**src/rtl/rxg_pkg.sv**
```systemverilog
package rxg_pkg;

  localparam int RUNGS    = 6;
  localparam int IDX_W    = 3;
  localparam int CODE_W   = 8;
  localparam int HOLD_BIT = 6;
  localparam int MAN_W    = 3;

  typedef enum logic [1:0] {
    LOCK_FREE     = 2'd0,
    LOCK_MANUAL   = 2'd1,
    LOCK_HOLD     = 2'd2,
    LOCK_PREAMBLE = 2'd3
  } lock_sel_e;

  typedef enum logic [1:0] {
    DIR_NONE = 2'd0,
    DIR_DOWN = 2'd1,
    DIR_UP   = 2'd2
  } step_dir_e;

  // rung index to gain status code, lowest gain first
  function automatic logic [CODE_W-1:0] rung_code(input logic [IDX_W-1:0] idx);
    logic [CODE_W-1:0] c;
    case (idx)
      3'd0:    c = 8'h00;
      3'd1:    c = 8'h01;
      3'd2:    c = 8'h02;
      3'd3:    c = 8'h0A;
      3'd4:    c = 8'h12;
      default: c = 8'h16;
    endcase
    return c;
  endfunction

endpackage

```
**src/rtl/rxg_dwell_timer.sv**
```systemverilog
module rxg_dwell_timer #(
  parameter int DIV_W    = 8,
  parameter int TICK_NUM = 4,
  parameter int TICK_DEN = 125
) (
  input  logic             clk,
  input  logic             rst,
  input  logic             restart,
  input  logic [DIV_W-1:0] div_i,
  output logic             expired_o
);

  localparam int ACC_W = $clog2(TICK_DEN + TICK_NUM) + 1;
  localparam logic [ACC_W-1:0] NUM_V = ACC_W'(TICK_NUM);
  localparam logic [ACC_W-1:0] DEN_V = ACC_W'(TICK_DEN);

  logic [ACC_W-1:0] acc_q;
  logic [ACC_W-1:0] acc_sum;
  logic [DIV_W-1:0] cnt_q;

  assign acc_sum   = acc_q + NUM_V;
  assign expired_o = (cnt_q >= div_i);

  // fractional prescaler: NUM/DEN ticks per clock, preloaded with one step
  always_ff @(posedge clk) begin
    if (rst || restart) begin
      acc_q <= NUM_V;
      cnt_q <= '0;
    end else if (!expired_o) begin
      if (acc_sum >= DEN_V) begin
        acc_q <= acc_sum - DEN_V;
        cnt_q <= cnt_q + 1'b1;
      end else begin
        acc_q <= acc_sum;
      end
    end
  end

endmodule

```
**src/rtl/rxg_lock_policy.sv**
```systemverilog
module rxg_lock_policy
  import rxg_pkg::*;
(
  input  logic      clk,
  input  logic      rst,
  input  logic      rx_en,
  input  logic      preamble_det,
  input  lock_sel_e lock_sel,
  input  logic      host_hold,
  output logic      auto_en,
  output logic      manual_en
);

  logic locked_q;
  logic pre_frozen;

  assign pre_frozen = locked_q || preamble_det;
  assign manual_en  = !host_hold && (lock_sel == LOCK_MANUAL);

  always_comb begin
    auto_en = 1'b0;
    if (!host_hold && rx_en) begin
      case (lock_sel)
        LOCK_FREE:     auto_en = 1'b1;
        LOCK_PREAMBLE: auto_en = !pre_frozen;
        default:       auto_en = 1'b0;
      endcase
    end
  end

  always_ff @(posedge clk) begin
    if (rst || !rx_en) begin
      locked_q <= 1'b0;
    end else if (lock_sel == LOCK_PREAMBLE && preamble_det) begin
      locked_q <= 1'b1;
    end
  end

endmodule

```
**src/rtl/rxg_gain_ladder.sv**
```systemverilog
module rxg_gain_ladder
  import rxg_pkg::*;
#(
  parameter int RSSI_W = 8
) (
  input  logic              clk,
  input  logic              rst,
  input  logic              expired,
  input  logic              auto_en,
  input  logic              manual_en,
  input  logic [MAN_W-1:0]  man_idx,
  input  logic [RSSI_W-1:0] rssi,
  input  logic [RSSI_W-1:0] thr_high,
  input  logic [RSSI_W-1:0] thr_low,
  output logic [IDX_W-1:0]  idx_o,
  output logic [CODE_W-1:0] code_o,
  output logic              change_o
);

  localparam logic [IDX_W-1:0] TOP_IDX = IDX_W'(RUNGS - 1);

  step_dir_e        dir;
  logic [IDX_W-1:0] idx_q;
  logic [IDX_W-1:0] idx_d;
  logic [IDX_W-1:0] man_clamped;

  always_comb begin
    if (rssi > thr_high)     dir = DIR_DOWN;
    else if (rssi < thr_low) dir = DIR_UP;
    else                     dir = DIR_NONE;
  end

  assign man_clamped = (IDX_W'(man_idx) > TOP_IDX) ? TOP_IDX : IDX_W'(man_idx);

  always_comb begin
    idx_d = idx_q;
    if (manual_en) begin
      idx_d = man_clamped;
    end else if (auto_en && expired) begin
      if (dir == DIR_DOWN && idx_q != '0)         idx_d = idx_q - 1'b1;
      else if (dir == DIR_UP && idx_q != TOP_IDX) idx_d = idx_q + 1'b1;
    end
  end

  assign change_o = (idx_d != idx_q);
  assign idx_o    = idx_q;

  always_ff @(posedge clk) begin
    if (rst) begin
      idx_q  <= TOP_IDX;
      code_o <= rung_code(TOP_IDX);
    end else begin
      idx_q  <= idx_d;
      code_o <= rung_code(idx_d);
    end
  end

endmodule

```
**src/rtl/rx_gain_stepper.sv**
```systemverilog
module rx_gain_stepper
  import rxg_pkg::*;
#(
  parameter int RSSI_W   = 8,
  parameter int DIV_W    = 8,
  parameter int TICK_NUM = 4,
  parameter int TICK_DEN = 125
) (
  input  logic              clk,
  input  logic              rst,
  input  logic              rx_en,
  input  logic [RSSI_W-1:0] rssi,
  input  logic              preamble_det,
  input  logic [1:0]        lock_sel,
  input  logic [7:0]        host_mode,
  input  logic [RSSI_W-1:0] thr_high,
  input  logic [RSSI_W-1:0] thr_low,
  input  logic [DIV_W-1:0]  dwell_div,
  output logic [CODE_W-1:0] gain_code
);

  logic             expired;
  logic             auto_en;
  logic             manual_en;
  logic             gain_change;
  logic [IDX_W-1:0] gain_idx;
  logic             unused_mode_bits;

  assign unused_mode_bits = ^{host_mode[7], host_mode[5:MAN_W]};

  rxg_dwell_timer #(
    .DIV_W   (DIV_W),
    .TICK_NUM(TICK_NUM),
    .TICK_DEN(TICK_DEN)
  ) u_timer (
    .clk      (clk),
    .rst      (rst),
    .restart  (gain_change),
    .div_i    (dwell_div),
    .expired_o(expired)
  );

  rxg_lock_policy u_policy (
    .clk         (clk),
    .rst         (rst),
    .rx_en       (rx_en),
    .preamble_det(preamble_det),
    .lock_sel    (lock_sel_e'(lock_sel)),
    .host_hold   (host_mode[HOLD_BIT]),
    .auto_en     (auto_en),
    .manual_en   (manual_en)
  );

  rxg_gain_ladder #(.RSSI_W(RSSI_W)) u_ladder (
    .clk      (clk),
    .rst      (rst),
    .expired  (expired),
    .auto_en  (auto_en),
    .manual_en(manual_en),
    .man_idx  (host_mode[MAN_W-1:0]),
    .rssi     (rssi),
    .thr_high (thr_high),
    .thr_low  (thr_low),
    .idx_o    (gain_idx),
    .code_o   (gain_code),
    .change_o (gain_change)
  );

endmodule

```
**config.mk**
```make
export PLATFORM = sky130hd
export DESIGN_NAME = rx_gain_stepper
export DESIGN_NICKNAME = d
export VERILOG_FILES = /design/src/rtl/rxg_pkg.sv /design/src/rtl/rxg_dwell_timer.sv /design/src/rtl/rxg_lock_policy.sv /design/src/rtl/rxg_gain_ladder.sv /design/src/rtl/rx_gain_stepper.sv
export SDC_FILE = /design/constraint.sdc
export NUM_CORES = 1
export LEC_CHECK = 0
export BUFFER_PORTS_ARGS = -buffer_cell sky130_fd_sc_hd__buf_2
export CELL_PAD_IN_SITES_DETAIL_PLACEMENT = 0
export CELL_PAD_IN_SITES_GLOBAL_PLACEMENT = 1
export CORE_MARGIN = 1
export CORE_UTILIZATION = 35
export CTS_BUF_LIST = sky130_fd_sc_hd__clkbuf_8
export CTS_CLUSTER_SIZE = 25
export DETAILED_ROUTE_END_ITERATION = 12
export PLACE_DENSITY = 0.72
export SLEW_MARGIN = 10
export SYNTH_ARGS = -nofsm -noshare
export SYNTH_HDL_FRONTEND = slang
export SYNTH_HIERARCHICAL = 1
export SYNTH_SLANG_ARGS = --single-unit
```
**constraint.sdc**
```tcl
create_clock -name clk -period 5.7 [get_ports clk]
set_input_delay 1.71 -clock clk [delete_from_list [all_inputs] [get_ports clk]]
set_output_delay 1.71 -clock clk [all_outputs]
set_load 0.05 [all_outputs]
```
**Word level (Yosys, flattened, before mapping)**

Index checks and enable logic that the tools add are counted.
W data, S select, Z words.

- Register bits: 29
- Input port bits: 46
- Output and inout port bits: 8

- Add/sub/neg operators: 5
- $lt $le $gt $ge: 5
- Eq/ne operators: 10
- Multiplexer cells: 11
- Bitwise operators: 1
- Reductions and logical operators: 16

Operators with widths:

| operator | number |
|---|---|
| $pmux W5 S5 | 1 |
| $mux W3 | 5 |
| $add A9 B3 Y9 const B | 1 |
| $ge A9 B7 Y1 const B | 1 |
| $mux W9 | 1 |
| $sub A9 B7 Y9 const B | 1 |
| $add A8 B1 Y8 const B | 1 |
| $ge A8 B8 Y1 | 1 |
| $gt A8 B8 Y1 | 1 |
| $lt A8 B8 Y1 | 1 |
| $eq A3 B2 Y1 const B | 2 |
| $logic_and A1 B1 Y1 | 6 |
| $eq A2 B1 Y1 const B | 2 |
| $eq A2 B2 Y1 const B | 2 |
| $mux W2 | 2 |
| $add A3 B1 Y3 const B | 1 |
| $eq A3 B1 Y1 const B | 1 |
| $eq A3 B3 Y1 const B | 1 |
| $gt A3 B3 Y1 const B | 1 |
| $logic_not A1 Y1 | 3 |
| $logic_not A3 Y1 | 1 |
| $logic_or A1 B1 Y1 | 3 |
| $ne A3 B3 Y1 | 1 |
| $ne A3 B3 Y1 const B | 1 |
| 7 further kinds | 7 |

**Longest topological paths before layout**

Gate-level depths: netlist of run 1.

- Word-level depth: 11
- Mapped depth: 19

**Modules after synthesis**

Netlist of run 1, hierarchy kept.

By module, submodules not included:

| module | times used | cells an instance | area an instance (um^2) |
|---|---|---|---|
| rxg_dwell_timer | 1 | 178 | 1383.8 |
| rxg_gain_ladder | 1 | 141 | 1066.0 |
| rxg_lock_policy | 1 | 12 | 110.1 |

**Least setup slack after synthesis of run 1**

OpenSTA, ideal clock, no wires.

- Path kind: input port to flip-flop
- Start: input port dwell_div[2]
- End: register u_timer.acc_q[3]
- Library setup time: 0.062 ns
- Arrival: 4.555 ns
- Required time: 5.638 ns
- Setup slack: 1.083 ns
- Cell stages on the path: 18
- Buffers on the path: 1
- Cells stage by stage: inv_1 -> ha_1 -> nand2_1 -> o21ai_0 -> a41oi_2 -> or2_1 -> buf_4 -> inv_1 -> nand2_1 -> nor2_1 -> a41o_1 -> nand2_1 -> a22oi_1 -> o2111ai_1 -> nor2_1 -> o211ai_1 -> or4_1 -> nand3_1

- Word-level cells in the longest chain between the ends: 6

Ends and longest elaborated chain:

| item | line | source |
|---|---|---|
| start, declared | rx_gain_stepper.sv:18 | `input logic [DIV_W-1:0] dwell_div,` |
| $ge A8 B8 Y1 | rxg_dwell_timer.sv:22 | `assign expired_o = (cnt_q >= div_i);` |
| named net expired | rx_gain_stepper.sv:22 | `logic expired;` |
| $logic_and A1 B1 Y1 | rxg_gain_ladder.sv:39 | `end else if (auto_en && expired) begin` |
| $mux W3 | rxg_gain_ladder.sv:39 |  |
| $mux W3 | rxg_gain_ladder.sv:37 | `if (manual_en) begin` |
| $ne A3 B3 Y1 | rxg_gain_ladder.sv:45 | `assign change_o = (idx_d != idx_q);` |
| named net gain_change | rx_gain_stepper.sv:25 | `logic gain_change;` |
| $logic_or A1 B1 Y1 | rxg_dwell_timer.sv:26 | `if (rst \|\| restart) begin` |
| end signal, assigned | rxg_dwell_timer.sv:31 | `acc_q <= acc_sum - DEN_V;` |
| end signal, assigned | rxg_dwell_timer.sv:34 | `acc_q <= acc_sum;` |
| end, declared | rxg_dwell_timer.sv:17 | `logic [ACC_W-1:0] acc_q;` |

The timed path passes the listed nets, and every way through them passes these cells.
A chain may end at the register's enable or synchronous reset.

**Worst setup path after layout of run 1**

Same ends and word-level chain as after synthesis.

==> out/metrics.cfg, run 1 <==
[run_status]
status = completed

[die]
dieWidth_um = 87.5
placementRows = 30
initial_utilization_pct = 36.9
boundaryPins = 54
coreArea_um2 = 6940
die_area_um2 = 7660
chipHeight_um = 87.5

[synth]
synth_area_per_cell_um2 = 7.73
synthCells = 331
synth.ff_latch_count = 26
async_flop_share_pct = 0
synth.most_common_cell = sky130_fd_sc_hd__inv_1
post-synth-top-area-cell = sky130_fd_sc_hd__dfxtp_1
number_of_enable_type_register_cells_in_the_synthesized_netlist = 0
ys_dominant_reg_cell = sky130_fd_sc_hd__dfxtp_1
cell_area_after_technology_mapping_um2 = 2560
yosysUniqueCellTypes = 69
yosysTopAreaCellShare_pct = 20.3
seq_area_frac_synth_pct = 20.3
synth_warnings = 6
most_numerous_cell_types_in_the_synthesized_netlist = sky130_fd_sc_hd__inv_1, sky130_fd_sc_hd__ha_1, sky130_fd_sc_hd__dfxtp_1, sky130_fd_sc_hd__nor2_1, sky130_fd_sc_hd__a21oi_1
synth.area.top_cells = sky130_fd_sc_hd__dfxtp_1, sky130_fd_sc_hd__ha_1, sky130_fd_sc_hd__inv_1

[place]
place_congestion = 0.833
dpl_worst_slack_ns = 0.579
place_hpwl_mm = 4.51
place.port_buffers = 46

[global_routing]
vias_in_the_first_global_route = 2189
largest_net_degree_at_the_start_of_global_routing = 18
grt.total_usage_pct = 15.5
grt_first_pass_wirelength_mm = 9.60
antenna_found_initial = 0
grt_remaining_overflow = 0

[worst_setup_path]
cpMostUsedCell = sky130_fd_sc_hd__nand2_1
worst-endpoint-required_ns = 5.92
timing_worst_setup_path_type = in -> reg
timing.critical_path.cells = buf_2 -> inv_1 -> ha_1 -> nand2_1 -> o21ai_0 -> a41oi_2 -> or2_1 -> inv_1 -> nand2_1 -> nor2_1 -> a41o_1 -> nand2_1 -> a22oi_1 -> o2111ai_1 -> or2_2 -> nor2_1 -> o311ai_0 -> nand3_1
critical_path.max_fanout = 14
timing.critical_path.arrival_ns = 5.03
cpPeakStageDelay_ns = 0.50
crit_path_end_kind = flip-flop
crit_path_start_kind = primary input
cp_slowest_cell = sky130_fd_sc_hd__or2_2

[cts]
clk_root_buffer_cell = sky130_fd_sc_hd__clkbuf_8
cts_tree = done
cts_max_level = 1
ctsHoldBuffers = 0
cts_resized = 0
clk_latency_worst_skew_pair_ns = 0.27
cts.sinks = 26
cts_setup_buffers = 0
tritoncts.num_buffers = 3
cts.reportedPaths.clkPinSlew_ns = 0.10
cts.path.max_buffers = 2

[worst_hold_path]
hold_path.class = reg -> reg

[run]
maxCapViolations = 0

[detailed_routing]
viasPerCell = 5.23
routed-via-count = 2442
post-route-drc-count = 0
postRouteAntennaNets = 0
drt_pass1_iterations = 6
routed_wirelength_mm = 5.62
routed_wire_length_per_instance_um = 12.0
drt-initial-drc-count = 163

[power]
max-vdd-ir-drop_mv = 0.0731
p_leak_nw = 1.33
power_density_nw_per_um2 = 153

[sta]
finalHoldViolCount = 0
setup_viol = 0
max_freq_mhz = 208
slew_headroom_pct = 56.0
grt_setup_unrepaired = no
worstMarginPinSlew_ns = 0.660
slew_viol_final = 0
setup_tns_ns = 0
layout_min_cycle_time_ns = 4.81
layout_worst_path_cycle_share_pct = 84.4
skew_ns = 0.00782
worst_setup_slack_after_layout_ns = 0.889

[cells_and_area]
final.fill_count = 737
final_layout_size_suffix_gt1_share_pct = 20.2
total_number_of_nets_in_the_final_design = 453
final_util_pct = 41.8
antennaDiodeCount = 0
area_added_between_synthesis_and_finish_pct = 13.4

-- per-stage QoR --
stage	hold WS [ns]	cell area [µm²]	power [mW]	std cells
5_1_grt	0.550	2900	0.475	467
4_1_cts	0.515	2900	0.449	467
6_report	0.506	2900	0.443	467
2_1_floorplan	0.462	2570	0.291	333
3_3_place_gp	0.475	2850	0.323	463
3_5_place_dp	0.498	2850	0.324	463
-- power breakdown --
group / switching, mW / internal (mW) / total [mW] / leakage [nW]
Combinational: 0.0719 / 0.0498 / 0.122 / 1.09
Clock: 0.0616 / 0.0618 / 0.123 / 0.0288
Sequential: 0.0103 / 0.187 / 0.198 / 0.211
Total: 0.144 / 0.299 / 0.443 / 1.33
-- flip-flops by register name, summed over array words and instances (netlist names) --
name and count:
u_ladder/idx_o 3, u_timer/acc_q 9, u_policy/locked_q 1, u_timer/cnt_q 8, u_ladder/code_o 5
-- final timing paths --
path                     from          endpoint  slack [ns]  depth (start not counted)
max              dwell_div[2]  u_timer/acc_q[3]        0.89                         18
min          u_timer/cnt_q[5]  u_timer/cnt_q[5]        0.51                          2
max reg2reg  u_timer/cnt_q[0]  u_timer/acc_q[3]        2.01                         17
min reg2reg  u_timer/cnt_q[5]  u_timer/cnt_q[5]        0.51                          2
-- cell usage in the layout, fill, tap and decap left out, types with 4 or more instances in the layout --
master and count:
sky130_fd_sc_hd__ha_1 35, sky130_fd_sc_hd__o21a_1 4, sky130_fd_sc_hd__and3_1 4, sky130_fd_sc_hd__or3_1 8, sky130_fd_sc_hd__a21oi_1 24, sky130_fd_sc_hd__clkbuf_8 4, sky130_fd_sc_hd__nand3_1 11, sky130_fd_sc_hd__o21ai_0 16
sky130_fd_sc_hd__nand2_1 21, sky130_fd_sc_hd__nand4_1 4, sky130_fd_sc_hd__nor3_1 9, sky130_fd_sc_hd__nor2b_1 6, sky130_fd_sc_hd__inv_1 41, sky130_fd_sc_hd__a211oi_1 5, sky130_fd_sc_hd__dfxtp_1 26, sky130_fd_sc_hd__buf_2 46
sky130_fd_sc_hd__xnor2_1 5, sky130_fd_sc_hd__mux2i_1 6, sky130_fd_sc_hd__nor2_1 26
-- cell type report --
| type | instances | area (µm²) | area share [%] |
|---|---|---|---|
| timing repair buffer | 48 | 245 | 8.45 |
| sequential | 26 | 520 | 17.9 |
| tap | 96 | 120 | 4.14 |
| clock buffer | 4 | 55.1 | 1.90 |
| multi-input combinational | 252 | 1810 | 62.3 |
| inverter | 41 | 154 | 5.30 |
-- cells by family after synthesis --
group | after synthesis | share of synthesized area (%)
AO/OA/AOI/OAI | 88 | 24.3
other | 1 | 0.146
AND/OR/NAND/NOR | 114 | 24.3
buffers and inverters | 55 | 9.34
adder cells (fa/ha/maj) | 35 | 17.1
XOR/XNOR | 6 | 2.05
flip-flops | 26 | 20.3
multiplexers | 6 | 2.35
-- routing by layer --
layer	up-vias	share of wire [%]	track usage (%)
li1	1259	-	-
met1	1116	48	19.9
met2	57	48	27.4
met3	10	2.8	1.99
met4	0	1.3	4.17
met5	-	0	0
-- worst max-delay path, delay by kind of cell --
kind                       cells  cell delay [ns]
and+or+nand+nor                8             1.57
AOI/OAI and AO/OA              6             1.25
adders and majority gates      1             0.28
buffers and inverters          3             0.21
Power figures use the tool's default switching activity.
==> inputs of run 2 (changes only) <==
--- a/config.mk
+++ b/config.mk
@@ -5,6 +5,7 @@
 export SDC_FILE = /design/constraint.sdc
 export NUM_CORES = 1
 export LEC_CHECK = 0
+export ABC_AREA = 1
 export BUFFER_PORTS_ARGS = -buffer_cell sky130_fd_sc_hd__buf_2
 export CELL_PAD_IN_SITES_DETAIL_PLACEMENT = 0
 export CELL_PAD_IN_SITES_GLOBAL_PLACEMENT = 1
@@ -13,7 +14,7 @@
 export CTS_BUF_LIST = sky130_fd_sc_hd__clkbuf_8
 export CTS_CLUSTER_SIZE = 25
 export DETAILED_ROUTE_END_ITERATION = 12
-export PLACE_DENSITY = 0.72
+export PLACE_DENSITY = 0.74
 export SLEW_MARGIN = 10
 export SYNTH_ARGS = -nofsm -noshare
 export SYNTH_HDL_FRONTEND = slang
==> constraint.sdc (replaced) <==
create_clock -name clk -period 4.9 [get_ports clk]
set_input_delay 1.47 -clock clk [delete_from_list [all_inputs] [get_ports clk]]
set_output_delay 1.47 -clock clk [all_outputs]
set_load 0.05 [all_outputs]
==> run 2 against run 1 <==
Flip-flop and latch count stayed put. Final cell count grew 9.6%. Area after synthesis down 1.7%. Combinational power is 20% higher. Largest cell class unchanged.
==> out/metrics.cfg, run 2 <==
[worst_setup_path]
cpPeakStageDelay_ns = 0.29
number_of_buffer_and_inverter_instances_along_the_worst_setup_path = 6
timing.critical_path.arrival_ns = 4.15
worst-endpoint-required_ns = 5.11
cpMostUsedCell = sky130_fd_sc_hd__nand2_1
critical_path.max_fanout = 9
timing_worst_setup_path_type = in -> reg
crit_path_end_kind = flip-flop
crit_path_start_kind = primary input
cp_slowest_cell = sky130_fd_sc_hd__clkinv_1
family_with_the_most_delay_on_the_worst_path = simple AND/OR/NAND/NOR gates

[sta]
skew_ns = 0.0134
layout_worst_path_cycle_share_pct = 80.4
slew_viol_final = 0
layout_min_cycle_time_ns = 3.94
setup_viol = 0
max_freq_mhz = 254
finalHoldViolCount = 0
setup_tns_ns = 0
grt_setup_unrepaired = no

[global_routing]
antenna_found_initial = 0
largest_net_degree_at_the_start_of_global_routing = 18
grt_remaining_overflow = 0
grt.total_usage_pct = 14.5
grt_first_pass_wirelength_mm = 8.88
vias_in_the_first_global_route = 2091

[cells_and_area]
antennaDiodeCount = 0
layout_common_cells = sky130_fd_sc_hd__nand2_1, sky130_fd_sc_hd__inv_1, sky130_fd_sc_hd__buf_2
final_design_area_no_fill_um2 = 2880
largest_register = u_timer/acc_q
final_util_pct = 42.0
layout_commonest_cell = sky130_fd_sc_hd__nand2_1
max_reg_flops = 9
total_number_of_nets_in_the_final_design = 498
largestRegisters = u_timer/acc_q (9), u_timer/cnt_q (8), u_ladder/code_o (5)
final_layout_size_suffix_gt1_share_pct = 21.2
area_added_between_synthesis_and_finish_pct = 14.6

[die]
placementRows = 30
initial_utilization_pct = 36.6
dieWidth_um = 86.8
coreArea_um2 = 6870
boundaryPins = 54
die_area_um2 = 7530
chipHeight_um = 86.8

[cts]
tritoncts.num_buffers = 3
cts.sinks = 26
ctsHoldBuffers = 0
cts.reportedPaths.clkPinSlew_ns = 0.10
clk_latency_worst_skew_pair_ns = 0.27
clk_root_buffer_cell = sky130_fd_sc_hd__clkbuf_8
cts_resized = 0
cts.path.max_buffers = 2
cts_tree = done
cts_setup_buffers = 0
cts_max_level = 1

[synth]
seq_area_frac_synth_pct = 20.7
cell_area_after_technology_mapping_um2 = 2520
synth.area.top_cells = sky130_fd_sc_hd__dfxtp_1, sky130_fd_sc_hd__ha_1, sky130_fd_sc_hd__nand2_1
ys_dominant_reg_cell = sky130_fd_sc_hd__dfxtp_1
synth.ff_latch_count = 26
synthCells = 369
async_flop_share_pct = 0
synth_area_per_cell_um2 = 6.82
yosysTopAreaCellShare_pct = 20.7
synth.most_common_cell = sky130_fd_sc_hd__nand2_1
yosysUniqueCellTypes = 35
synth_warnings = 6
number_of_enable_type_register_cells_in_the_synthesized_netlist = 0
most_numerous_cell_types_in_the_synthesized_netlist = sky130_fd_sc_hd__nand2_1, sky130_fd_sc_hd__inv_1, sky130_fd_sc_hd__ha_1
post-synth-top-area-cell = sky130_fd_sc_hd__dfxtp_1

[detailed_routing]
drt-initial-drc-count = 51
routed_wirelength_mm = 5.12
viasPerCell = 4.45
routed-via-count = 2280
drt_pass1_iterations = 4
post-route-drc-count = 0
postRouteAntennaNets = 0
routed_wire_length_per_instance_um = 10.0

[power]
power_switching_mw = 0.165
max-vdd-ir-drop_mv = 0.110
net_switching_fraction_of_the_power_pct = 32.3
p_leak_nw = 1.57
comb_power_share_pct = 28.5
intPower_mw = 0.347
power_frac_seq_pct = 44.0
power_density_nw_per_um2 = 178
power.clock.fraction_pct = 27.4

[worst_hold_path]
hold_path.class = reg -> reg

[place]
placement.cell_area_um2 = 2830
place.port_buffers = 46
place_congestion = 0.765
place_hpwl_mm = 4.21

[run]
maxCapViolations = 0

[run_status]
status = completed

-- run 2: cell count changes in the layout (fill, tap and decap cells not counted), sizes merged, moves of 5 or more --
cell / previous run / this run
mux2i: 6 / 0
or3: 10 / 0
nor2b: 6 / 0
a211oi: 5 / 0
inv: 41 / 72
nand2: 22 / 90
o21ai: 20 / 9
nor3: 11 / 1
xor2: 1 / 7
nor2: 26 / 37
nand3: 12 / 37
-- run 2: power groups by stage --
stage	registers (mW)	logic, mW	clock network (mW)
after global routing	0.226	0.169	0.156
after CTS	0.225	0.149	0.145
after floorplan	0.233	0.105	0
final	0.225	0.146	0.140
after detailed placement	0.230	0.148	0
after global placement	0.230	0.146	0
-- run 2: layout make-up --
class	count	area, µm²
Clock buffer	4	55.1
Fill cell	741	3990
Inverter	74	278
Multi-Input combinational cell	265	1670
Sequential cell	26	520
Tap cell	96	120
Timing Repair Buffer	47	238
-- run 2: tightest hold or removal path, stage by stage, from the launching register on --
cell	delay [ns]
sky130_fd_sc_hd__dfxtp_1	0.35
sky130_fd_sc_hd__a21oi_1	0.04
sky130_fd_sc_hd__nor2_1	0.07
-- run 2: layer usage --
metal	global-route usage [%]	vias to the layer above	part of all wire, %
met2	24.8	32	45
met4	3.18	0	0.78
met5	0	-	0
met1	19.3	996	52
li1	-	1250	-
met3	1.81	2	2.4
-- run 2: final timing paths --
check / from / endpoint / slack [ns] / depth (start not counted)
worst min-delay path: u_policy/locked_q / u_policy/locked_q / 0.49 / 2
worst max-delay path: dwell_div[1] / u_timer/acc_q[6] / 0.96 / 25
worst max register to register: u_timer/cnt_q[5] / u_timer/acc_q[6] / 1.87 / 19
worst min register to register: u_policy/locked_q / u_policy/locked_q / 0.49 / 2
-- run 2: kinds of logic (layout without fill, tap and decap cells) --
| family | after synthesis | count (layout) | share of synthesized area (%) |
|---|---|---|---|
| compound gates | 41 | 41 | 10.2 |
| fa+ha+maj | 35 | 35 | 17.4 |
| other cells | 1 | 3 | 0.149 |
| flops | 26 | 26 | 20.7 |
| buf+inv | 80 | 125 | 13.2 |
| xor+xnor | 12 | 12 | 4.48 |
| simple gates | 174 | 174 | 33.9 |
-- run 2: stage by stage --
step                      std cells  power, mW  hold slack [ns]  worst slack [ns]
final                           512      0.512            0.485             0.959
after global routing            512      0.552            0.519             0.545
after CTS                       512      0.519            0.490             0.943
after detailed placement        508      0.378            0.471             0.662
after global placement          508      0.376            0.455             0.709
after floorplan                 371      0.338            0.437             0.962
